`src/rtl/uart_rx_pkg.sv`:
```
`timescale 1ns/1ps
package uart_rx_pkg;

    localparam int unsigned FIFO_DEPTH = 16;
    localparam int unsigned OSR        = 16;

    typedef enum logic [1:0] {
        PAR_NONE     = 2'd0,
        PAR_ODD      = 2'd1,
        PAR_EVEN     = 2'd2,
        PAR_NONE_ALT = 2'd3
    } parity_e;

    typedef enum logic [2:0] {
        ST_HUNT,
        ST_START,
        ST_DATA,
        ST_PARITY,
        ST_STOP,
        ST_WAIT_HIGH
    } rx_state_e;

    typedef struct packed {
        logic       brk;
        logic       frame_err;
        logic       parity_err;
        logic [7:0] data;
    } rx_entry_t;

    // index of the last data bit for a length select (5..8 bits -> 4..7)
    function automatic logic [2:0] last_bit_index(input logic [1:0] sel);
        return {1'b1, sel};
    endfunction

    function automatic logic parity_enabled(input parity_e mode);
        return (mode == PAR_ODD) || (mode == PAR_EVEN);
    endfunction

    // value the parity bit must carry for the given data
    function automatic logic parity_bit(input parity_e mode, input logic [7:0] data);
        return (mode == PAR_ODD) ? ~(^data) : (^data);
    endfunction

    function automatic int unsigned trig_entries(input logic [1:0] sel);
        case (sel)
            2'd0:    return 1;
            2'd1:    return 4;
            2'd2:    return 8;
            default: return 14;
        endcase
    endfunction

endpackage

```
`src/rtl/uart_rx_sync.sv`:
```
`timescale 1ns/1ps
module uart_rx_sync #(
    parameter int unsigned STAGES    = 2,
    parameter logic        RESET_VAL = 1'b1
) (
    input  logic clk,
    input  logic rst,
    input  logic din,
    output logic dout
);
    logic [STAGES-1:0] sr;

    always_ff @(posedge clk) begin
        if (rst) sr <= {STAGES{RESET_VAL}};
        else     sr <= {sr[STAGES-2:0], din};
    end

    assign dout = sr[STAGES-1];
endmodule

```
`src/rtl/uart_rx_framer.sv`:
```
`timescale 1ns/1ps
module uart_rx_framer
    import uart_rx_pkg::*;
#(
    parameter int unsigned OVERSAMPLE = OSR
) (
    input  logic       clk,
    input  logic       rst,
    input  logic       tick,
    input  logic       rx,
    input  logic [1:0] len_sel,
    input  parity_e    par_mode,
    output logic       done,
    output rx_entry_t  entry
);
    localparam int unsigned    CW        = $clog2(OVERSAMPLE);
    localparam logic [CW-1:0]  MID_TICK  = CW'(OVERSAMPLE / 2 - 1);
    localparam logic [CW-1:0]  LAST_TICK = CW'(OVERSAMPLE - 1);

    rx_state_e     state;
    logic [CW-1:0] tcnt;
    logic [2:0]    bidx;
    logic [7:0]    shreg;
    logic          all_low;
    logic          par_bad;
    logic [2:0]    last_idx;
    logic          par_on;
    logic          at_last;
    logic          is_break;

    assign last_idx = last_bit_index(len_sel);
    assign par_on   = parity_enabled(par_mode);
    assign at_last  = (tcnt == LAST_TICK);
    assign is_break = all_low & ~rx;

    always_ff @(posedge clk) begin
        if (rst) begin
            state   <= ST_HUNT;
            tcnt    <= '0;
            bidx    <= '0;
            shreg   <= '0;
            all_low <= 1'b0;
            par_bad <= 1'b0;
            done    <= 1'b0;
            entry   <= '0;
        end else begin
            done <= 1'b0;
            if (tick) begin
                case (state)
                    ST_HUNT: begin
                        if (!rx) begin
                            state <= ST_START;
                            tcnt  <= '0;
                        end
                    end
                    ST_START: begin
                        if (tcnt == MID_TICK) begin
                            tcnt <= '0;
                            if (rx) begin
                                state <= ST_HUNT;          // false start
                            end else begin
                                state   <= ST_DATA;
                                bidx    <= '0;
                                shreg   <= '0;
                                all_low <= 1'b1;
                                par_bad <= 1'b0;
                            end
                        end else begin
                            tcnt <= tcnt + 1'b1;
                        end
                    end
                    ST_DATA: begin
                        if (at_last) begin
                            tcnt        <= '0;
                            shreg[bidx] <= rx;
                            all_low     <= all_low & ~rx;
                            if (bidx == last_idx) state <= par_on ? ST_PARITY : ST_STOP;
                            else                  bidx  <= bidx + 1'b1;
                        end else begin
                            tcnt <= tcnt + 1'b1;
                        end
                    end
                    ST_PARITY: begin
                        if (at_last) begin
                            tcnt    <= '0;
                            par_bad <= (rx != parity_bit(par_mode, shreg));
                            all_low <= all_low & ~rx;
                            state   <= ST_STOP;
                        end else begin
                            tcnt <= tcnt + 1'b1;
                        end
                    end
                    ST_STOP: begin
                        if (at_last) begin
                            tcnt             <= '0;
                            done             <= 1'b1;
                            entry.brk        <= is_break;
                            entry.frame_err  <= ~rx;
                            entry.parity_err <= par_bad & ~is_break;
                            entry.data       <= is_break ? 8'h00 : shreg;
                            state            <= rx ? ST_HUNT : ST_WAIT_HIGH;
                        end else begin
                            tcnt <= tcnt + 1'b1;
                        end
                    end
                    ST_WAIT_HIGH: begin
                        if (rx) state <= ST_HUNT;
                    end
                    default: state <= ST_HUNT;
                endcase
            end
        end
    end
endmodule

```
`src/rtl/uart_rx_fifo.sv`:
```
`timescale 1ns/1ps
module uart_rx_fifo
    import uart_rx_pkg::*;
#(
    parameter int unsigned DEPTH = FIFO_DEPTH,
    parameter int unsigned LW    = $clog2(DEPTH + 1)
) (
    input  logic          clk,
    input  logic          rst,
    input  logic          fifo_mode,
    input  logic          push_valid,
    input  rx_entry_t     push_entry,
    input  logic          pop,
    output rx_entry_t     head,
    output logic [LW-1:0] level,
    output logic          overrun
);
    localparam int unsigned AW = (DEPTH > 1) ? $clog2(DEPTH) : 1;

    rx_entry_t     mem [DEPTH];
    logic [AW-1:0] wptr;
    logic [AW-1:0] rptr;
    logic [LW-1:0] cap;
    logic          full;
    logic          do_pop;
    logic          do_push;
    logic          drop;

    assign cap     = fifo_mode ? LW'(DEPTH) : LW'(1);
    assign full    = (level >= cap);
    assign do_pop  = pop && (level != '0);
    assign do_push = push_valid && (!full || do_pop);
    assign drop    = push_valid && full && !do_pop;
    assign head    = mem[rptr];

    function automatic logic [AW-1:0] ptr_next(input logic [AW-1:0] p);
        return (p == AW'(DEPTH - 1)) ? '0 : p + 1'b1;
    endfunction

    always_ff @(posedge clk) begin
        if (do_push) mem[wptr] <= push_entry;
    end

    always_ff @(posedge clk) begin
        if (rst) begin
            wptr    <= '0;
            rptr    <= '0;
            level   <= '0;
            overrun <= 1'b0;
        end else begin
            if (do_push) wptr <= ptr_next(wptr);
            if (do_pop)  rptr <= ptr_next(rptr);
            level <= level + LW'(do_push) - LW'(do_pop);
            if (drop)        overrun <= 1'b1;
            else if (do_pop) overrun <= 1'b0;
        end
    end
endmodule

```
`src/rtl/uart_rx_rts.sv`:
```
`timescale 1ns/1ps
module uart_rx_rts
    import uart_rx_pkg::*;
#(
    parameter int unsigned DEPTH = FIFO_DEPTH,
    parameter int unsigned LW    = $clog2(DEPTH + 1)
) (
    input  logic          auto_en,
    input  logic          fifo_mode,
    input  logic [1:0]    trig_sel,
    input  logic [LW-1:0] level,
    output logic          rts
);
    logic [LW-1:0] thr;

    always_comb begin
        if (!fifo_mode) begin
            thr = LW'(1);
        end else if (trig_entries(trig_sel) > DEPTH) begin
            thr = LW'(DEPTH);
        end else begin
            thr = LW'(trig_entries(trig_sel));
        end
    end

    assign rts = !auto_en || (level < thr);
endmodule

```
`src/rtl/uart_rx_autorts.sv`:
```
`timescale 1ns/1ps
module uart_rx_autorts
    import uart_rx_pkg::*;
#(
    parameter int unsigned DEPTH       = FIFO_DEPTH,
    parameter int unsigned OVERSAMPLE  = OSR,
    parameter int unsigned SYNC_STAGES = 2
) (
    input  logic       clk,
    input  logic       rst,
    input  logic       tick16,
    input  logic       rxd,
    input  logic [1:0] len_sel,
    input  logic [1:0] parity_sel,
    input  logic       fifo_en,
    input  logic       auto_rts_en,
    input  logic [1:0] rts_trig_sel,
    input  logic       rd_en,
    output logic [7:0] rd_data,
    output logic       rd_parity_err,
    output logic       rd_frame_err,
    output logic       rd_break,
    output logic       rx_ready,
    output logic       overrun,
    output logic       rts
);
    localparam int unsigned LW = $clog2(DEPTH + 1);

    logic          rx_s;
    logic          char_done;
    rx_entry_t     char_entry;
    rx_entry_t     head;
    logic [LW-1:0] fifo_level;

    uart_rx_sync #(.STAGES(SYNC_STAGES), .RESET_VAL(1'b1)) u_sync (
        .clk  (clk),
        .rst  (rst),
        .din  (rxd),
        .dout (rx_s)
    );

    uart_rx_framer #(.OVERSAMPLE(OVERSAMPLE)) u_framer (
        .clk      (clk),
        .rst      (rst),
        .tick     (tick16),
        .rx       (rx_s),
        .len_sel  (len_sel),
        .par_mode (parity_e'(parity_sel)),
        .done     (char_done),
        .entry    (char_entry)
    );

    uart_rx_fifo #(.DEPTH(DEPTH), .LW(LW)) u_fifo (
        .clk        (clk),
        .rst        (rst),
        .fifo_mode  (fifo_en),
        .push_valid (char_done),
        .push_entry (char_entry),
        .pop        (rd_en),
        .head       (head),
        .level      (fifo_level),
        .overrun    (overrun)
    );

    uart_rx_rts #(.DEPTH(DEPTH), .LW(LW)) u_rts (
        .auto_en   (auto_rts_en),
        .fifo_mode (fifo_en),
        .trig_sel  (rts_trig_sel),
        .level     (fifo_level),
        .rts       (rts)
    );

    assign rd_data       = head.data;
    assign rd_parity_err = head.parity_err;
    assign rd_frame_err  = head.frame_err;
    assign rd_break      = head.brk;
    assign rx_ready      = (fifo_level != '0);
endmodule

```
`config.mk`:
```
export PLATFORM = sky130hd
export DESIGN_NAME = uart_rx_autorts
export DESIGN_NICKNAME = d
export VERILOG_FILES = /design/src/rtl/uart_rx_pkg.sv /design/src/rtl/uart_rx_sync.sv /design/src/rtl/uart_rx_framer.sv /design/src/rtl/uart_rx_fifo.sv /design/src/rtl/uart_rx_rts.sv /design/src/rtl/uart_rx_autorts.sv
export SDC_FILE = /design/constraint.sdc
export NUM_CORES = 1
export LEC_CHECK = 0
export ABC_AREA = 1
export BUFFER_PORTS_ARGS = -buffer_cell sky130_fd_sc_hd__buf_2
export CORE_UTILIZATION = 54
export DETAILED_ROUTE_END_ITERATION = 6
export GPL_ROUTABILITY_DRIVEN = 0
export GPL_TIMING_DRIVEN = 0
export PLACE_DENSITY = 0.72
export SLEW_MARGIN = 40
export SYNTH_ARGS = -nofsm -noshare
export SYNTH_HDL_FRONTEND = slang
export SYNTH_SLANG_ARGS = --single-unit
export TNS_END_PERCENT = 100
```
`constraint.sdc`:
```
create_clock -name clk -period 2.4 [get_ports clk]
set_input_delay 0.24 -clock clk [delete_from_list [all_inputs] [get_ports clk]]
set_output_delay 0.24 -clock clk [all_outputs]
set_load 0.1 [all_outputs]
```
# After elaboration in Yosys (flattened, before gate mapping)
# Memories as Yosys holds them, arrays and structs flattened. A register that Yosys moved wholly into a read port is not among the register bits.
# Index checks and enable logic that the tools add are counted.
dict set report totals {
  register_bits 48
  ram_bits 176
  output_inout_bits 14
  wordCells 141
  mem_count 1
}
dict set report classes {
  n_addsub 6
  magnitude_cmp 5
  n_eq_ne 25
  n_mux 51
  n_bitwise 7
  n_reduce_logical 30
}
# name depth word_bits rd rd_clocked_by_memory_dff wr line_no
set mem_list {}
lappend mem_list {u_fifo.mem 16 11 1 1 1 uart_rx_fifo.sv:20} ;# rx_entry_t mem [DEPTH];
# operator n
set op_table {}
lappend op_table {{$mux W3} 13}
lappend op_table {{$gt A32 B5 Y1 const B} 1}
lappend op_table {{$mux W32} 1}
lappend op_table {{$mux W8} 4}
lappend op_table {{$mux W4} 7}
lappend op_table {{$pmux W4 S3} 2}
lappend op_table {{$pmux W3 S6} 1}
lappend op_table {{$pmux W8 S2} 1}
lappend op_table {{$mux W5} 3}
lappend op_table {{$reduce_and A5 Y1} 3}
lappend op_table {{$mux W1} 13}
lappend op_table {{$add A4 B1 Y4 const B} 3}
lappend op_table {{$eq A4 B4 Y1 const B} 3}
lappend op_table {{$ne A2 B1 Y1 const B} 6}
lappend op_table {{$bwmux W8} 1}
lappend op_table {{$ne A2 B2 Y1 const B} 4}
lappend op_table {{$reduce_and A8 Y1} 1}
lappend op_table {{$reduce_bool A2 Y1} 4}
lappend op_table {{$reduce_xor A8 Y1} 1}
lappend op_table {{$eq A3 B2 Y1 const B} 2}
lappend op_table {{$eq A3 B3 Y1 const B} 2}
lappend op_table {{$pmux W3 S2} 1}
lappend op_table {{$reduce_and A3 Y1} 2}
lappend op_table {{$reduce_and A6 Y1} 1}
lappend op_table {{other kinds (27)} 44}

# Depth between registers and ports, before layout
dict set report logic_depth {
  depth_word 8
  depth_mapped 17
  depth_no_buf 17
}

# Hierarchy
# From an unflattened synthesis, not the netlist that was laid out.
dict set report unflattened {
  hier_cells 1034
  hier_area_um2 10457.5
}
# mod n_inst cells_per_inst area_per_inst_um2 seq_area_each_um2
set by_module_without_submodules {}
lappend by_module_without_submodules {uart_rx_fifo 1 710 8378.0 5645.4}
lappend by_module_without_submodules {uart_rx_framer 1 294 1894.3 640.6}
lappend by_module_without_submodules {uart_rx_rts 1 19 110.1 0.0}
lappend by_module_without_submodules {uart_rx_sync 1 7 58.8 40.0}
lappend by_module_without_submodules {uart_rx_autorts 1 4 16.3 0.0}

# Worst setup path before layout
# No wires, ideal clock.
dict set report synth_timing {
  kind {register to register}
  start {reg u_fifo.level[2]}
  end {reg u_fifo.level[4]}
  setup_time_ps 122
  t_arrival_ps 3203
  setup_slack_ps -926
  path_stages_with_launch 15
  n_path_buf 0
  period_less_slack_ps 3326
  cell_sequence {dfxtp_1 -> inv_1 -> ha_1 -> nand3_1 -> nand2_1 -> inv_1 -> ha_1 -> inv_1 -> ha_1 -> inv_1 -> fa_1 -> o21ai_0 -> a21oi_1 -> o21ai_0 -> a21oi_1}
}
dict set report synth_between {
  elab_chain_len 6
  elab_cells_between_ends 8
}
# item line_no
set synth_lines {}
lappend synth_lines {{start: declaration} uart_rx_fifo.sv:15} ;# output logic [LW-1:0] level,
lappend synth_lines {{start signal: assignment} uart_rx_fifo.sv:53} ;# level <= level + LW'(do_push) - LW'(do_pop);
lappend synth_lines {{$reduce_bool A5 Y1 *} --}
lappend synth_lines {{named net rx_ready} uart_rx_autorts.sv:23} ;# output logic rx_ready,
lappend synth_lines {{$logic_and A1 B1 Y1 *} uart_rx_fifo.sv:31} ;# assign do_pop = pop && (level != '0);
lappend synth_lines {{$logic_or A1 B1 Y1} uart_rx_fifo.sv:32} ;# assign do_push = push_valid && (!full || do_pop);
lappend synth_lines {{$logic_and A1 B1 Y1} uart_rx_fifo.sv:32}
lappend synth_lines {{$add A5 B1 Y5} uart_rx_fifo.sv:53}
lappend synth_lines {{$sub A5 B1 Y5 *} uart_rx_fifo.sv:53}
# Mark *: on every way through the listed nets, which the timed path passes. The rest lies on a longest branch.
# A chain may end at the register's enable or synchronous reset.

==> results.toml <==
[setup_path]
start_kind = "flop"
arrival_ns = 2.23
crit_fanout = 10
r2r-end = "u_fifo.mem[3][0]$_DFFE_PP_"
r2r-start = "u_fifo.level[0]$_SDFF_PP0_"
required_ns = 2.16
path_depth = 7
crit_buf_inv = 3
reg2reg_slack_ns = 0.12
cpPeakStageDelay_ns = 0.40
cpLargestDelayFamily = "buffers and inverters"
critPathKind = "flop to primary output"
crit_slowest_cell = "dfxtp_4"
r2r_cells = 12
endpoint_kind = "primary output"
worstPathCellList = "buf_4 -> clkbuf_2 -> o21ai_0 -> o211ai_1 -> nand3_1 -> nand2_2 -> buf_12"

[timing]
final_max_slew_viol_count = 0
rsz0062_at_grt = "yes"
worst_slew_pin_slew_ns = 0.792
fin_crit_sh_pct = 103
finalClockSkew_ns = 0.0147
hold-worst-slack_ns = 0.0831
setup_slack_ns = -0.0745
setup_violations = 8
fmax_ghz = 0.404
hold_viol = 0
relSlewSlack_pct = 47.1
fin_crit_ns = 2.47

[drt]
dr.pass1.iters = 7
drt_wl_total_um = 26000
dr_total_vias = 7653
routedWlPerCell_um = 20.0
drtIter0Drc = 850
ant_nets = 0
via_per_inst = 5.87
drc_errors = 8

[logic_synthesis]
ys.flop_type = "edfxtp_1"
ys_seq_area_share_pct = 63.0
synth_cells = 967
synth_edf_count = 176
netlist_area_sq_um = 10000
async_reset_ff_share_pct = 0
ys_types = 34
ys_ff_latch = 228
synth.avg_cell_area_sq_um = 10.4
synth_nets = 1002
yosys_warnings = 0

[die]
initial_core_util_pct = 55.6
core_area_sq_um = 18100
ios = 27
die_width_um = 138
num_rows = 49
die_h_um = 138
die-area_sq_um = 19200

[cells_and_area]
fillers = 1296
final_cell_mix = "edfxtp_1, nor2_1, nand2_1, o21ai_0"
antenna_cells = 0
nNetsFinal = 1091
drive_gt1_share_pct = 21.7
fin_area_sq_um = 12300
fin_util_pct = 68.1
register_area_sq_um = 6330
final_common_cell = "edfxtp_1"
multi_input_area_sq_um = 3520
areaGrowthSynthToFinish_pct = 22.6

[clock_tree]
cts_tree = "yes"
clk_pin_slew_ns = 0.06
clockBufferDepth = 3
root_buffer = "clkbuf_16"
htree_levels = 1
cts_made_buffers = 24
clk_latency_ns = 0.52
clock-sinks = 228

[placed_design]
place_ws_ns = -0.392
port_buffers = 25
place_area_sq_um = 10600
place.detailed.hpwl_um = 15700

[min_path]
hp-class = "primary input to flop"
min_path_cells = 4
min_from = "rd_en"

[global_route]
antenna_found_initial = 0
grt_max_degree = 18
grt_pass1_vias = 7172
track_usage_pct = 27.0
grt.overflow.total = 0
grt_pass1_wl_um = 39400

[power_and_ir_drop]
ir_drop_mv = 0.898
p_per_area_nw_per_um2 = 949
cellLeakagePower_uw = 0.00487

[run_status]
status = "finished with violations"
violations = "design-rule violations, negative setup slack"

[run]
drv_cap = 0
power breakdown:
part / internal [uW] / leakage [uW] / switching (uW)
Sequential: 4270 / 0.00240 / 79.9
Combinational: 1290 / 0.00208 / 2290
Clock: 2220 / 0.000397 / 1550
Total: 7770 / 0.00487 / 3910
how the worst max path moves through the flow:
stage	startpoint	endpoint	slack, ns
6_report	flop	rd_parity_err	-0.07
5_1_grt	flop	rd_data[6]	-0.20
4_1_cts	flop	rd_data[1]	-0.08
3_5_place_dp	u_fifo.level[1]$_SDFF_PP0_	u_fifo.mem[4][7]$_DFFE_PP_	-0.39
3_3_place_gp	u_fifo.level[1]$_SDFF_PP0_	u_fifo.mem[5][7]$_DFFE_PP_	-0.65
2_1_floorplan	u_fifo.level[3]$_SDFF_PP0_	u_fifo.level[4]$_SDFF_PP0_	0.03
final cells by class:
cell class	count	share of cell area (%)
sequential	228	51.4
buffer	43	2.72
multi-input combinational	632	28.6
timing repair buffer	66	6.25
timing repair inverter	1	0.0914
tap	229	2.33
clock buffer	29	5.46
clock inverter	15	1.11
inverter	60	2.01
layer usage:
layer,track usage [%],vias up,part of all wire [%]
met3,5.26,92,7.7
met2,45.7,361,49
met5,0,-,0
li1,-,3563,-
met4,11.5,0,4.1
met1,33.9,3637,40
cell usage after synthesis, drive strengths merged (2+ instances only):
| library cell | number | area share (%) |
|---|---|---|
| nor3 | 4 | 0.20 |
| dfxtp | 52 | 10 |
| clkbuf | 26 | 0.97 |
| nand3b | 2 | 0.15 |
| nand4 | 18 | 1.1 |
| a21boi | 2 | 0.15 |
| nand3 | 54 | 3.1 |
| o21ai | 117 | 5.8 |
| a21oi | 41 | 2.1 |
| ha | 21 | 2.6 |
| nor2 | 191 | 7.5 |
| o211ai | 44 | 3.3 |
| nand2 | 122 | 4.9 |
| buf | 21 | 1.5 |
| edfxtp | 176 | 53 |
| inv | 60 | 2.3 |
| xor2 | 5 | 0.44 |
| xnor2 | 5 | 0.44 |
| or2 | 4 | 0.25 |
stage by stage:
step / total power [uW] / TNS [ns] / cells
floorplan: 6550 / 0 / 967
global placement: 7190 / -88.51 / 1221
detailed placement: 7230 / -52.09 / 1221
CTS: 11500 / -0.407 / 1290
global route: 12100 / -1.54 / 1303
finish: 11700 / -0.359 / 1303
tightest hold or removal path, stage by stage:
cell and delay, ns:
buf_2 0.10, nand2_4 0.08, nand2_1 0.06, a21oi_1 0.07
flip-flops by register name (all words and copies together), names as in the netlist, 2 cells and up, named ones only:
signal          cells
u_fifo.rptr         4
u_fifo.level        5
u_framer.state      3
u_framer.bidx       3
u_framer.entry     11
u_fifo.wptr         4
u_framer.shreg      8
u_sync.sr           2
u_framer.tcnt       4
u_fifo.mem        176
cell families (layout without fill, tap and decap cells):
group / Yosys count / after routing / share of synthesized area, %
and+or+nand+nor: 395 / 395 / 17.2
DFF: 228 / 228 / 63.0
AOI/OAI and AO/OA: 205 / 205 / 11.4
buffers and inverters: 107 / 214 / 4.74
adders and majority gates: 22 / 22 / 2.81
xor gates and xnor gates: 10 / 10 / 0.872
what timing repair did:
action	CTS	global route
endpoints found under the setup margin	179	67
pin swaps	32	39
buffers inserted	21	18
hold endpoints to repair	1	0
hold buffers	1	0
gates resized for setup	133	39
gates cloned	3	0
No activity file was read; power rests on OpenSTA's default activity.
